[src/rtl/fifo_port_pkg.sv]
package fifo_port_pkg;
  typedef enum logic {
    MODE_STATUS = 1'b0,
    MODE_READ   = 1'b1
  } pop_mode_e;
endpackage

[src/rtl/req_or_merge.sv]
module req_or_merge #(
  parameter int WIDTH   = 32,
  parameter int NUM_REQ = 2
) (
  input  logic [NUM_REQ-1:0]       valid_i,
  input  logic [NUM_REQ*WIDTH-1:0] word_i,
  output logic                     any_o,
  output logic [WIDTH-1:0]         merged_o
);
  logic [WIDTH-1:0] masked [NUM_REQ];

  for (genvar k = 0; k < NUM_REQ; k++) begin : g_mask
    assign masked[k] = valid_i[k] ? word_i[k*WIDTH +: WIDTH] : '0;
  end

  always_comb begin
    merged_o = '0;
    for (int k = 0; k < NUM_REQ; k++) merged_o = merged_o | masked[k];
  end

  assign any_o = |valid_i;
endmodule

[src/rtl/fifo_ring.sv]
module fifo_ring #(
  parameter int WIDTH = 32,
  parameter int DEPTH = 4,
  localparam int PTR_W = (DEPTH > 1) ? $clog2(DEPTH) : 1,
  localparam int CNT_W = $clog2(DEPTH + 1)
) (
  input  logic             clk_i,
  input  logic             rst_ni,
  input  logic             wr_en_i,
  input  logic [WIDTH-1:0] wr_data_i,
  input  logic             rd_en_i,
  output logic [WIDTH-1:0] head_o,
  output logic             empty_o,
  output logic             full_o,
  output logic [CNT_W-1:0] count_o
);
  localparam logic [PTR_W-1:0] LAST = PTR_W'(DEPTH - 1);

  logic [WIDTH-1:0] mem_q [DEPTH];
  logic [PTR_W-1:0] wr_ptr_q, rd_ptr_q;
  logic [CNT_W-1:0] count_q;
  logic             wr_ok, rd_ok;

  assign empty_o = (count_q == '0);
  assign full_o  = (count_q == CNT_W'(DEPTH));
  assign wr_ok   = wr_en_i && !full_o;
  assign rd_ok   = rd_en_i && !empty_o;
  assign head_o  = mem_q[rd_ptr_q];
  assign count_o = count_q;

  always_ff @(posedge clk_i) begin
    if (wr_ok) mem_q[wr_ptr_q] <= wr_data_i;
  end

  always_ff @(posedge clk_i or negedge rst_ni) begin
    if (!rst_ni) begin
      wr_ptr_q <= '0;
      rd_ptr_q <= '0;
      count_q  <= '0;
    end else begin
      if (wr_ok) wr_ptr_q <= (wr_ptr_q == LAST) ? '0 : wr_ptr_q + 1'b1;
      if (rd_ok) rd_ptr_q <= (rd_ptr_q == LAST) ? '0 : rd_ptr_q + 1'b1;
      case ({wr_ok, rd_ok})
        2'b10:   count_q <= count_q + 1'b1;
        2'b01:   count_q <= count_q - 1'b1;
        default: count_q <= count_q;
      endcase
    end
  end
endmodule

[src/rtl/pop_decoder.sv]
module pop_decoder
  import fifo_port_pkg::*;
#(
  parameter int WIDTH = 32
) (
  input  logic             clk_i,
  input  logic             rst_ni,
  input  logic             pop_any_i,
  input  logic [WIDTH-1:0] cmd_i,
  output pop_mode_e        mode_o,
  output logic             sticky_o
);
  logic sticky_q;
  logic unused_cmd_mid;

  assign unused_cmd_mid = ^cmd_i[WIDTH-2:1];

  always_ff @(posedge clk_i or negedge rst_ni) begin
    if (!rst_ni) sticky_q <= 1'b0;
    else if (pop_any_i && cmd_i[WIDTH-1]) sticky_q <= 1'b1;
  end

  // top bit acts in its own cycle as well as afterwards
  assign mode_o   = (sticky_q || cmd_i[0] || cmd_i[WIDTH-1]) ? MODE_READ : MODE_STATUS;
  assign sticky_o = sticky_q;
endmodule

[src/rtl/shared_fifo_port.sv]
module shared_fifo_port
  import fifo_port_pkg::*;
#(
  parameter int DATA_W  = 32,
  parameter int DEPTH   = 4,
  parameter int NUM_REQ = 2
) (
  input  logic                      clk_i,
  input  logic                      rst_ni,
  input  logic [NUM_REQ-1:0]        push_valid_i,
  input  logic [NUM_REQ*DATA_W-1:0] push_data_i,
  output logic                      push_retry_o,
  input  logic [NUM_REQ-1:0]        pop_valid_i,
  input  logic [NUM_REQ*DATA_W-1:0] pop_cmd_i,
  output logic                      pop_retry_o,
  output logic [DATA_W-1:0]         pop_result_o
);
  localparam int CNT_W = $clog2(DEPTH + 1);

  logic              push_any, pop_any;
  logic [DATA_W-1:0] push_word, pop_word, head;
  logic              empty, full, sticky, do_read;
  logic [CNT_W-1:0]  count;
  pop_mode_e         mode;

  req_or_merge #(.WIDTH(DATA_W), .NUM_REQ(NUM_REQ)) u_push_merge (
    .valid_i(push_valid_i), .word_i(push_data_i), .any_o(push_any), .merged_o(push_word)
  );

  req_or_merge #(.WIDTH(DATA_W), .NUM_REQ(NUM_REQ)) u_pop_merge (
    .valid_i(pop_valid_i), .word_i(pop_cmd_i), .any_o(pop_any), .merged_o(pop_word)
  );

  pop_decoder #(.WIDTH(DATA_W)) u_dec (
    .clk_i, .rst_ni, .pop_any_i(pop_any), .cmd_i(pop_word), .mode_o(mode), .sticky_o(sticky)
  );

  assign do_read = pop_any && (mode == MODE_READ);

  fifo_ring #(.WIDTH(DATA_W), .DEPTH(DEPTH)) u_ring (
    .clk_i, .rst_ni,
    .wr_en_i(push_any && !full), .wr_data_i(push_word),
    .rd_en_i(do_read && !empty),
    .head_o(head), .empty_o(empty), .full_o(full), .count_o(count)
  );

  assign push_retry_o = push_any && full;
  assign pop_retry_o  = do_read && empty;

  always_comb begin
    if (!pop_any)     pop_result_o = '0;
    else if (do_read) pop_result_o = empty ? '0 : head;
    else              pop_result_o = DATA_W'(!empty);
  end
endmodule

[config.mk]
export PLATFORM = sky130hd
export DESIGN_NAME = shared_fifo_port
export DESIGN_NICKNAME = d
export VERILOG_FILES = /design/src/rtl/fifo_port_pkg.sv /design/src/rtl/req_or_merge.sv /design/src/rtl/fifo_ring.sv /design/src/rtl/pop_decoder.sv /design/src/rtl/shared_fifo_port.sv
export SDC_FILE = /design/constraint.sdc
export NUM_CORES = 1
export LEC_CHECK = 0
export BUFFER_PORTS_ARGS = -buffer_cell sky130_fd_sc_hd__buf_4
export CAP_MARGIN = 20
export CORE_UTILIZATION = 47
export CTS_CLUSTER_DIAMETER = 150
export DETAILED_ROUTE_END_ITERATION = 8
export PLACE_DENSITY = 0.78
export SYNTH_ARGS = -nofsm -noshare
export SYNTH_HDL_FRONTEND = slang
export SYNTH_SLANG_ARGS = --single-unit
[constraint.sdc]
create_clock -name clk_i -period 2.3 [get_ports clk_i]
set_clock_uncertainty 0.1 [all_clocks]
set_input_delay 0.23 -clock clk_i [delete_from_list [all_inputs] [get_ports clk_i]]
set_output_delay 0.23 -clock clk_i [all_outputs]
set_load 0.02 [all_outputs]
## Word-level counts from Yosys, hierarchy flattened

Memory sizes are Yosys's and may differ from the RTL's.
Index checks and enable logic that the tools add are counted.

- Register bits after elaboration: 8
- RAM bits: 128
- Bits of input ports: 134
- Output and inout port bits: 34
- Logic and storage cells: 45
- Memories: 1

- Add/subtract/negate cells: 4
- Eq/ne operators: 5
- Multiplexer cells: 13
- Bitwise operators: 2
- Reductions and logical operators: 16

Memories:

| name | words | width | rd ports | clocked after memory_dff | write ports | line | text |
|---|---|---|---|---|---|---|---|
| u_ring.mem_q | 4 | 32 | 1 | 0 | 1 | fifo_ring.sv:19 | `logic [WIDTH-1:0] mem_q [DEPTH];` |

Operator list:

| cell | count |
|---|---|
| 2-to-1 mux 32 bit | 7 |
| bitwise OR 32 bit | 2 |
| logical AND 1 bit | 8 |
| equality test 2 bit, second input constant | 3 |
| case mux 3 bit (2 select lines) | 1 |
| adder 2 x 1 -> 2 bit, second input constant | 2 |
| 2-to-1 mux 2 bit | 2 |
| OR reduction 2 bit | 2 |
| adder 3 x 1 -> 3 bit, second input constant | 1 |
| equality test 3 bit, second input constant | 1 |
| logical NOT 3 bit | 1 |
| 2-to-1 mux 1 bit | 3 |
| subtractor 3 x 1 -> 3 bit, second input constant | 1 |
| equality test 2 x 1 -> 1 bit, second input constant | 1 |
| logical NOT 1 bit | 2 |
| logical OR 1 bit | 2 |
| nonzero test 2 bit | 1 |

## Depth between registers and ports, before layout

Gate-level depths: netlist of the first run.

- Depth after elaboration: 10
- Gate-level depth with buffers: 9
- Gate-level depth less buffers: 8

## By module

A second synthesis of the first run with hierarchy kept.

- Cells, all modules: 337
- Area, all modules: 6,206.0 um^2

Modules (own cells, without submodules):

| module | instances | cells an instance | area an instance (um^2) | sequential area each (um^2) |
|---|---|---|---|---|
| fifo_ring | 1 | 208 | 5,116.2 | 4,018.9 |
| req_or_merge | 2 | 41 | 376.6 | 0.0 |
| shared_fifo_port | 1 | 44 | 297.8 | 0.0 |
| pop_decoder | 1 | 3 | 38.8 | 25.0 |

## Worst setup path before layout of the first run

No wires, ideal clock.

- Path type: flip-flop to flip-flop
- Start: register u_ring.count_q[2], in the netlist u_ring.count_o[2]
- End: register u_ring.count_q[2], in the netlist u_ring.count_o[2]
- Setup time: 125 ps
- Arrival time: 2,091 ps
- Required time: 2,075 ps
- Path slack: -16 ps
- Stages on the path, launching flop included: 10
- Buffers on the path: 1
- Period minus slack after synthesis: 2,316 ps
- Cells stage by stage: dfrtp_1 -> o32a_1 -> o21ai_4 -> buf_2 -> inv_1 -> ha_1 -> fa_1 -> xnor2_1 -> nor2_1 -> xor2_1

- Longest elaborated chain between the ends: 6
- Elaborated cells on any way between the ends: 14
- Classes of those cells: add/sub: 2; eq/ne: 3; mux: 1; reduce/logical: 8

Ends and longest elaborated chain:

| what | line | text |
|---|---|---|
| start: declaration | fifo_ring.sv:21 | `logic [CNT_W-1:0] count_q;` |
| start signal: assignment | fifo_ring.sv:44 | `2'b10: count_q <= count_q + 1'b1;` |
| start signal: assignment | fifo_ring.sv:45 | `2'b01: count_q <= count_q - 1'b1;` |
| start signal: assignment | fifo_ring.sv:46 | `default: count_q <= count_q;` |
| logical NOT 3 bit * | fifo_ring.sv:24 | `assign empty_o = (count_q == '0);` |
| logical NOT 1 bit * | fifo_ring.sv:27, shared_fifo_port.sv:43 |  |
| logical AND 1 bit | shared_fifo_port.sv:43 | `.rd_en_i(do_read && !empty),` |
| logical AND 1 bit * | fifo_ring.sv:27 | `assign rd_ok = rd_en_i && !empty_o;` |
| named net u_ring.rd_ok | fifo_ring.sv:22 | `logic wr_ok, rd_ok;` |
| equality test 2 x 1 -> 1 bit or equality test 2 bit (tied branches) | fifo_ring.sv:43 | `case ({wr_ok, rd_ok})` |
| case mux 3 bit (2 select lines) or nonzero test 2 bit (tied branches) | - |  |

Mark *: on every way through the listed nets, which the timed path passes. The rest lies on a longest branch.
A chain may end at the register's enable or synchronous reset.

## Worst setup path in the final report of the first run

- Start: register u_ring.count_q[1], in the netlist u_ring.count_o[1]
- End: output pop_result_o[2]

- Longest elaborated chain between the ends: 4

Ends and longest elaborated chain:

| what | line | text |
|---|---|---|
| logical NOT 3 bit | fifo_ring.sv:24 |  |
| 2-to-1 mux 32 bit (2 in a row) | shared_fifo_port.sv:52 | `else if (do_read) pop_result_o = empty ? '0 : head;` |
| 2-to-1 mux 32 bit | shared_fifo_port.sv:51 | `if (!pop_any) pop_result_o = '0;` |
| end: declaration | shared_fifo_port.sv:16 | `output logic [DATA_W-1:0] pop_result_o` |

No other way between the ends.

==> results of run 1 <==
## power groups by stage
stage | sequential, W | clock [W] | combinational (W)
floorplan | 0.00375 | 0 | 0.00244
global placement | 0.00377 | 0 | 0.00359
detailed placement | 0.00383 | 0 | 0.00363
CTS | 0.00379 | 0.00270 | 0.00367
global route | 0.00383 | 0.00281 | 0.00393
finish | 0.00378 | 0.00265 | 0.00364
## stage by stage
stage          hold slack [ns]  instance area, sq um  cells
2_1_floorplan          -0.1656                  5673    289
3_3_place_gp          -0.04451                  6639    529
3_5_place_dp          -0.04403                  6639    529
4_1_cts                0.05668                  7246    562
5_1_grt                0.06962                  7272    564
6_report               0.07938                  7272    564
## cell families (layout without fill, tap and decap cells)
| family | count (synthesis) | count (layout) | share of synthesized area |
|---|---|---|---|
| and+or+nand+nor | 45 | 45 | 0.04612 |
| DFF | 136 | 136 | 0.7132 |
| adders and majority gates | 7 | 7 | 0.01677 |
| buffers and inverters | 23 | 155 | 0.02273 |
| xor gates and xnor gates | 3 | 3 | 0.004635 |
| AOI/OAI and AO/OA | 38 | 38 | 0.05958 |
| muxes | 37 | 37 | 0.1370 |
## layer usage
layer / routed length (microns) / part of all wire / vias up / GRT usage
met3: 546 / 0.051 / 2 / 0.05063
met4: 36 / 0.0033 / 0 / 0.06216
met2: 5786 / 0.54 / 104 / 0.3242
li1: - / - / 1414 / -
met1: 4439 / 0.41 / 1551 / 0.2246
met5: 0 / 0 / - / 0
## what timing repair did
action / CTS / global route
hold endpoints to repair: 8 / 0
resized for setup: 3 / 5
pin swaps: 0 / 3
hold buffers: 1 / 0
buffers inserted: 0 / 2
setup endpoints to repair: 31 / 127
## cell type report
class	instances	area, sq um
Tap cell	143	178.9
Clock buffer	18	429.2
Multi-Input combinational cell	130	1511
Sequential cell	136	4049
Fill cell	813	4293
Clock inverter	14	156.4
Timing Repair Buffer	119	932.1
Inverter	4	15.01
## sequential cells by signal, summed over array words and instances (netlist names)
| name | count |
|---|---|
| u_ring.mem_q | 128 |
| u_dec.sticky_o | 1 |
| u_ring.count_o | 3 |
| u_ring.rd_ptr_q | 2 |
| u_ring.wr_ptr_q | 2 |
## Yosys cell counts (5+ instances only)
master	number	area, sq um
edfxtp_1	128	3844
a22o_1	33	289.0
clkbuf_1	7	26.28
buf_2	7	35.03
mux4_2	32	720.7
nor2b_1	31	193.9
dfrtp_1	8	200.2
nor2_1	8	30.03
ha_1	6	75.07
mux2_2	5	56.30
## worst max-delay path by stage
stage	from	to	slack, ns	cells after the start
after CTS	u_ring.count_o[0]	u_ring.mem_q[3][3]	0.02	3
final	u_ring.count_o[1]	pop_result_o[2]	0.1	5
after global placement	u_ring.count_o[0]	u_ring.mem_q[3][17]	0.10	3
after floorplan	u_ring.count_o[2]	u_ring.count_o[2]	0.02	9
after detailed placement	u_ring.count_o[0]	u_ring.mem_q[3][19]	0.04	3
after global routing	u_ring.count_o[1]	u_ring.count_o[2]	0.005	8
==> flow_metrics.py, run 1 <==
metrics = {
    "outcome": {
        "status": "finished, violations left",
        "violations": "DRC",
    },
    "cells_and_area": {
        "layout_common_cells": "128 x edfxtp_1, 114 x buf_4, 33 x a22o_1",
        "mostFrequentLayoutCell": "edfxtp_1",
        "fin_nets": 549,
        "antenna_cells": 0,
        "area.growth.synth_to_final_pct": 28.24,
        "fin_util": 0.6288,
        "drive_gt1_frac": 0.4584,
    },
    "setup_path": {
        "critPathTopFamily": "compound AO/OA/AOI/OAI gates",
        "cp_cell_sequence": "o32a_1, o21ai_4, buf_8, nor2b_1, buf_4",
        "cp_num_buf_inv": 2,
        "reg2reg_slack_ns": 0.13,
        "worstSetupStartpointType": "flop",
        "arrival_ns": 1.87,
        "slowest_delay_ns": 0.41,
        "r2r-start": "u_ring.count_o[1]",
        "crit_required_ns": 1.97,
        "crit_path_end_kind": "output port",
        "reg2regPathDepth": 8,
        "crit_type": "reg -> out",
        "crit_fanout": 33,
        "rr_endpoint": "u_ring.count_o[2]",
        "critPathSlowestCell": "dfrtp_1",
    },
    "clocking": {
        "clkLatencyLatePin_ns": 0.40,
        "cts.clk_slew.worst_paths_ns": 0.06,
        "clock_sinks": 136,
        "cts_tree": "yes",
        "cts_made_buffers": 17,
        "clk_path_buf_depth": 2,
        "clock-root-buffer": "clkbuf_16",
        "htree_levels": 4,
    },
    "logic_synthesis": {
        "synthesis.nets": 430,
        "synth_enable_flop_cells": 128,
        "synth_area_per_cell_sq_um": 19.62,
        "netlist_instances": 289,
        "seq_area_frac_synth": 0.7132,
        "ys_types": 24,
        "yosys_warnings": 0,
        "synth-seq-cells": 136,
        "netlist_area_sq_um": 5670,
        "async_reset_ff_frac": 0.05882,
        "ys.flop_type": "edfxtp_1",
    },
    "detailed_routing": {
        "ant_nets": 0,
        "avgRoutedWirePerCell_microns": 19.16,
        "drtIter0Drc": 146,
        "drc": 8,
        "via_count": 3071,
        "wirelength_microns": 10810,
        "routed_via_density": 5.445,
        "drt_first_pass_iters": 7,
    },
    "sta": {
        "slew_headroom": 0.3848,
        "period_minus_slack_ns": 2.203,
        "setup_ws_ns": 0.09741,
        "setup_tns_ns": 0,
        "finalCritPeriodShare": 0.9576,
        "worstMarginPinSlew_ns": 0.9228,
        "setup_viol": 0,
        "grt_setup_unrepaired": "false",
        "slew_violations": 0,
        "hold_violations": 0,
        "timing.fmax_mhz": 454.0,
    },
    "power_and_ir_drop": {
        "p_comb_frac": 0.362,
        "power.internal_w": 0.007018,
        "p_seq_frac": 0.375,
        "p_per_area_nw_per_um2": 1385,
        "ir_worst_vdd_mv": 0.7553,
        "p_leak_nw": 2.699,
        "swShare": 0.3031,
        "power_w": 0.01007,
        "clkPwrFrac": 0.263,
        "p_switching_w": 0.003053,
    },
    "flow_run": {
        "drv_cap": 0,
    },
    "die": {
        "die-area_sq_um": 12510,
        "num_rows": 39,
        "die_x_microns": 111.8,
        "core_sq_um": 11560,
        "initial_core_util": 0.4903,
        "die_h_microns": 111.8,
        "pin_count": 168,
    },
    "placement": {
        "place_ws_ns": 0.04018,
        "dp_hpwl_microns": 6419,
        "place.gp.congestion": 0.7375,
        "io_buffers": 107,
    },
    "global_route": {
        "grt_start_max_net_pins": 35,
        "grt_pass1_wl_microns": 16850,
        "first_global_vias": 3262,
        "antenna_found_initial": 0,
        "grt-ovfl-total": 0,
        "grt_usage": 0.1862,
    },
    "worst_hold_path": {
        "min-delay-path-class": "in -> async",
    },
}
No activity file was read; power rests on OpenSTA's default activity.
==> run 2, diff against run 1 <==
- SETUP_SLACK_MARGIN: default -> 0.15
==> run 2 against run 1 <==
The run still ends with DRC left; worst hold slack worse by 0.0097 ns; sequential cell count unchanged; clock power up 6%; worst setup slack worse by 0.019 ns; critical path depth unchanged; count of clock-buffer cells in the layout unchanged; register-to-register slack about the same; total power up 7.5%; utilization up 2.6 points; routed wire length up 6.0%; combinational power up 16%.
==> flow_metrics.py, run 2 (synthesis gave the netlist of run 1 again) <==
metrics = {
    "sta": {
        "setup_ws_ns": 0.07881,
        "slew_headroom": 0.7257,
        "slew_violations": 0,
        "worstMarginPinSlew_ns": 0.4114,
        "grt_setup_unrepaired": "true",
        "period_minus_slack_ns": 2.221,
        "hold_violations": 0,
        "setup_viol": 0,
        "setup_tns_ns": 0,
        "timing.fmax_mhz": 450.2,
        "finalCritPeriodShare": 0.9657,
    },
    "cells_and_area": {
        "fin_area_sq_um": 7574,
        "drive_gt1_frac": 0.4767,
        "top_register": "u_ring.mem_q",
        "largest_register_ffs": 128,
        "stdcell_count": 573,
        "mostFrequentLayoutCell": "edfxtp_1",
        "area.growth.synth_to_final_pct": 33.56,
        "antenna_cells": 0,
        "layout_common_cells": "128 x edfxtp_1, 112 x buf_4, 33 x a22o_1",
        "fin_nets": 558,
    },
    "detailed_routing": {
        "drt_first_pass_iters": 8,
        "drc": 8,
        "via_count": 3150,
        "routed_via_density": 5.497,
        "avgRoutedWirePerCell_microns": 20.00,
        "ant_nets": 0,
        "drtIter0Drc": 200,
        "wirelength_microns": 11460,
    },
    "die": {
        "die_x_microns": 111.8,
        "core_sq_um": 11560,
        "pin_count": 168,
        "die-area_sq_um": 12510,
        "initial_core_util": 0.4903,
        "num_rows": 39,
        "die_h_microns": 111.8,
    },
    "setup_path": {
        "r2r-start": "u_ring.count_o[1]",
        "reg2reg_slack_ns": 0.13,
        "reg2regPathDepth": 8,
        "crit_path_end_kind": "output port",
        "rr_endpoint": "u_ring.count_o[2]",
        "cp_num_buf_inv": 3,
        "crit_required_ns": 1.97,
        "cp_cell_sequence": "buf_12, clkbuf_16, mux4_2, nor2b_1, buf_4",
        "arrival_ns": 1.89,
        "crit_type": "reg -> out",
        "crit_fanout": 5,
        "critPathSlowestCell": "mux4_2",
        "worstSetupStartpointType": "flop",
        "slowest_delay_ns": 0.49,
        "critPathTopFamily": "multiplexers",
    },
    "worst_hold_path": {
        "min_to": "u_dec.sticky_o",
        "holdPathStages": 2,
        "min-delay-path-class": "in -> reg",
        "hold_path.startpoint": "pop_cmd_i[63]",
    },
    "placement": {
        "place_ws_ns": 0.1774,
        "io_buffers": 107,
        "place_area_sq_um": 6686,
        "dp_cells": 528,
        "dp_hpwl_microns": 6131,
        "place.gp.congestion": 0.7308,
    },
    "clocking": {
        "clock_sinks": 136,
        "cts_tree": "yes",
        "cts_made_buffers": 17,
        "clkLatencyLatePin_ns": 0.40,
        "clock-root-buffer": "clkbuf_16",
        "htree_levels": 4,
        "clk_path_buf_depth": 2,
        "cts.clk_slew.worst_paths_ns": 0.06,
    },
    "flow_run": {
        "drv_cap": 0,
    },
    "power_and_ir_drop": {
        "p_leak_nw": 2.844,
        "ir_worst_vdd_mv": 0.5992,
        "p_per_area_nw_per_um2": 1430,
    },
    "global_route": {
        "first_global_vias": 3304,
        "grt-ovfl-total": 0,
        "grt_pass1_wl_microns": 17510,
        "grt_start_max_net_pins": 35,
        "grt_usage": 0.1939,
        "antenna_found_initial": 0,
    },
    "outcome": {
        "violations": "DRC",
        "status": "finished, violations left",
    },
}
==> run 2: changes by cell type in the layout (fill, tap and decap cells not counted), moves of 2 or more <==
cell / before / now
buf_12: 2 / 8
buf_4: 114 / 112
clkinv_4: 1 / 5
clkinv_1: 5 / 1
buf_16: 0 / 3
clkinvlp_4: 4 / 1
clkbuf_16: 17 / 20
==> run 2: area by class of cell <==
class | count | area [sq um]
inverter | 4 | 15.01
clock buffer | 18 | 429.2
timing repair buffer | 128 | 1180
clock inverter | 14 | 197.7
multi-input combinational | 130 | 1525
fill | 772 | 3991
tap | 143 | 178.9
sequential | 136 | 4048
==> run 2: report_power, final <==
part / switching, W / leakage (nW) / internal [W]
combinational: 0.00205 / 1.26 / 0.00219
clock: 0.00100 / 0.302 / 0.00182
sequential: 0.000203 / 1.28 / 0.00356
total: 0.00325 / 2.84 / 0.00758
==> run 2: worst max-delay path by stage <==
stage / startpoint / to / slack, ns / depth (start not counted)
4_1_cts: u_ring.rd_ptr_q[0] / pop_result_o[0] / 0.06 / 5
3_3_place_gp: push_valid_i[1] / u_ring.count_o[2] / 0.23 / 9
3_5_place_dp: push_valid_i[1] / u_ring.count_o[2] / 0.18 / 9
6_report: u_ring.rd_ptr_q[0] / pop_result_o[2] / 0.08 / 5
2_1_floorplan: u_ring.count_o[0] / u_ring.count_o[2] / 0.14 / 9
5_1_grt: u_ring.rd_ptr_q[0] / pop_result_o[2] / 0.004 / 5
==> run 2: what timing repair did <==
action,4_1_cts,5_1_grt
pin swaps,0,0
endpoints found under the setup margin,32,34
gates resized for setup,6,4
hold buffers,1,0
setup buffers,3,3
hold endpoints to repair,8,0
gates cloned,3,3
==> run 2: metal layers <==
metal | up-vias | part of all wire | track usage
met1 | 1617 | 0.43 | 0.2387
met3 | 7 | 0.038 | 0.05117
li1 | 1436 | - | -
met5 | - | 0 | 0
met4 | 0 | 0.0052 | 0.05946
met2 | 90 | 0.53 | 0.3358
==> run 2: metrics by stage <==
step                      hold slack [ns]  utilization  total power [W]
after global placement           -0.04615       0.5782         0.007461
final                             0.06973       0.6549          0.01083
after CTS                         0.06374       0.6445          0.01073
after floorplan                   -0.1656            -         0.006199
after global routing              0.06421       0.6549          0.01135
after detailed placement         -0.04170       0.5782         0.007578
==> run 3, diff against run 2 <==
- CORE_UTILIZATION: 47 -> 48
- SYNTH_HIERARCHICAL: default -> 1
==> run 3 against run 2 <==
The flow now finishes without violations; combinational power rose by 6.6%; worst hold slack better by 0.0012 ns; critical path depth is the same; worst setup slack got worse by 0.048 ns; design area increased by 1.8%; clock power about the same; register-to-register slack improved by 0.10 ns; synthesized cell count increased by 4.2%.
==> flow_metrics.py, run 3 <==
metrics = {
    "cells_and_area": {
        "fin_area_sq_um": 7711,
        "largest_register_ffs": 128,
        "fin_nets": 559,
        "mostFrequentLayoutCell": "edfxtp_1",
        "multi_input_area_sq_um": 1735,
        "stdcell_count": 578,
        "drive_gt1_frac": 0.5476,
        "antenna_cells": 0,
        "top_register": "u_ring/mem_q",
        "layout_common_cells": "128 x edfxtp_1, 87 x buf_4, 34 x a22o_1",
        "seqCellArea_sq_um": 4050,
        "area.growth.synth_to_final_pct": 31.24,
        "nFillCells": 822,
    },
    "outcome": {
        "status": "finished clean",
    },
    "global_route": {
        "grt_usage": 0.2015,
        "first_global_vias": 3514,
        "grt_pass1_wl_microns": 18390,
        "grt-ovfl-total": 0,
        "grt_start_max_net_pins": 34,
        "antenna_found_initial": 0,
    },
    "sta": {
        "hold_violations": 0,
        "setup_viol": 0,
        "worstMarginPinSlew_ns": 0.5336,
        "setup_tns_ns": 0,
        "setup_ws_ns": 0.03063,
        "timing.fmax_mhz": 440.7,
        "slew_headroom": 0.6443,
        "period_minus_slack_ns": 2.269,
        "grt_setup_unrepaired": "true",
        "finalCritPeriodShare": 0.9867,
        "slew_violations": 0,
    },
    "detailed_routing": {
        "ant_nets": 0,
        "drtIter0Drc": 130,
        "drt_first_pass_iters": 4,
        "drc": 0,
        "via_count": 3270,
        "avgRoutedWirePerCell_microns": 19.76,
        "routed_via_density": 5.657,
        "wirelength_microns": 11420,
    },
    "power_and_ir_drop": {
        "p_per_area_nw_per_um2": 1449,
        "ir_worst_vdd_mv": 0.6974,
        "p_leak_nw": 2.913,
    },
    "setup_path": {
        "crit_required_ns": 1.97,
        "worstSetupStartpointType": "flop",
        "crit_type": "reg -> out",
        "crit_path_end_kind": "output port",
        "arrival_ns": 1.94,
        "crit_fanout": 8,
    },
    "placement": {
        "place_ws_ns": 0.05720,
        "place_area_sq_um": 6756,
        "io_buffers": 107,
        "dp_hpwl_microns": 6716,
        "place.gp.congestion": 0.7427,
        "dp_cells": 540,
    },
    "worst_hold_path": {
        "min-delay-path-class": "in -> async",
    },
    "logic_synthesis": {
        "synth_area_per_cell_sq_um": 19.52,
        "yosys_warnings": 6,
        "netlist_instances": 301,
        "synthesis.nets": 442,
        "netlist_area_sq_um": 5876,
    },
    "clocking": {
        "clock_sinks": 136,
        "htree_levels": 4,
        "clock-root-buffer": "clkbuf_16",
        "clk_path_buf_depth": 2,
        "clkLatencyLatePin_ns": 0.42,
        "cts_made_buffers": 17,
        "cts_tree": "yes",
        "cts.clk_slew.worst_paths_ns": 0.05,
    },
    "die": {
        "initial_core_util": 0.4912,
        "die_h_microns": 112.6,
        "num_rows": 40,
        "core_sq_um": 11960,
        "die-area_sq_um": 12690,
        "die_x_microns": 112.6,
        "pin_count": 168,
    },
    "flow_run": {
        "drv_cap": 0,
    },
}
## run 3: cell type report
cell class                      instances  share of cell area
Tap cell                              147             0.02385
Timing Repair Buffer                  122              0.1423
Sequential cell                       136              0.5252
Inverter                                8            0.003894
Clock buffer                           23             0.06068
Clock inverter                          9             0.01898
Multi-Input combinational cell        133              0.2251
## run 3: final timing paths
check / from / to / slack (ns) / depth (start not counted)
worst max-delay path: u_ring/rd_ptr_q[0] / pop_result_o[28] / 0.03 / 5
worst min-delay path: rst_ni / u_dec/sticky_o / 0.07 / 2
worst max register to register: u_ring/count_o[0] / u_ring/count_o[2] / 0.23 / 10
worst min register to register: u_dec/sticky_o / u_dec/sticky_o / 0.37 / 1
max in group asynchronous: rst_ni / u_ring/count_o[2] / 1.88 / 2
min in group clk_i: pop_cmd_i[63] / u_dec/sticky_o / 0.07 / 3
## run 3: stage by stage
stage          utilization  power, W  hold slack, ns
2_1_floorplan            -  0.006412         -0.1656
3_3_place_gp        0.5649  0.007531        -0.04624
3_5_place_dp        0.5649  0.007657        -0.04259
4_1_cts             0.6281   0.01079         0.05898
5_1_grt             0.6447   0.01165         0.07446
6_report            0.6447   0.01117         0.07089
## run 3: what timing repair did
item / CTS / global route
hold endpoints to repair: 8 / 0
cloned: 1 / 0
setup buffers: 3 / 1
hold buffers: 1 / 0
gates resized for setup: 27 / 47
setup endpoints to repair: 163 / 34
pin swaps: 1 / 3
## run 3: per-layer routing
layer	vias to the layer above	GRT usage	share of wire
li1	1464	-	-
met1	1653	0.2531	0.42
met2	127	0.3362	0.50
met3	26	0.05724	0.057
met4	0	0.07200	0.020
met5	-	0	0
## run 3: worst max-delay path, stage by stage (launching register included)
cell and delay, ns:
dfrtp_2 0.45, buf_12 0.13, buf_16 0.13, mux4_2 0.51, and3_4 0.17, buf_6 0.12
## run 3: where the power goes
part | internal, W | switching [W] | leakage (nW)
Sequential | 0.00359 | 0.000259 | 1.27
Clock | 0.00186 | 0.000939 | 0.299
Combinational | 0.00241 | 0.00211 | 1.34
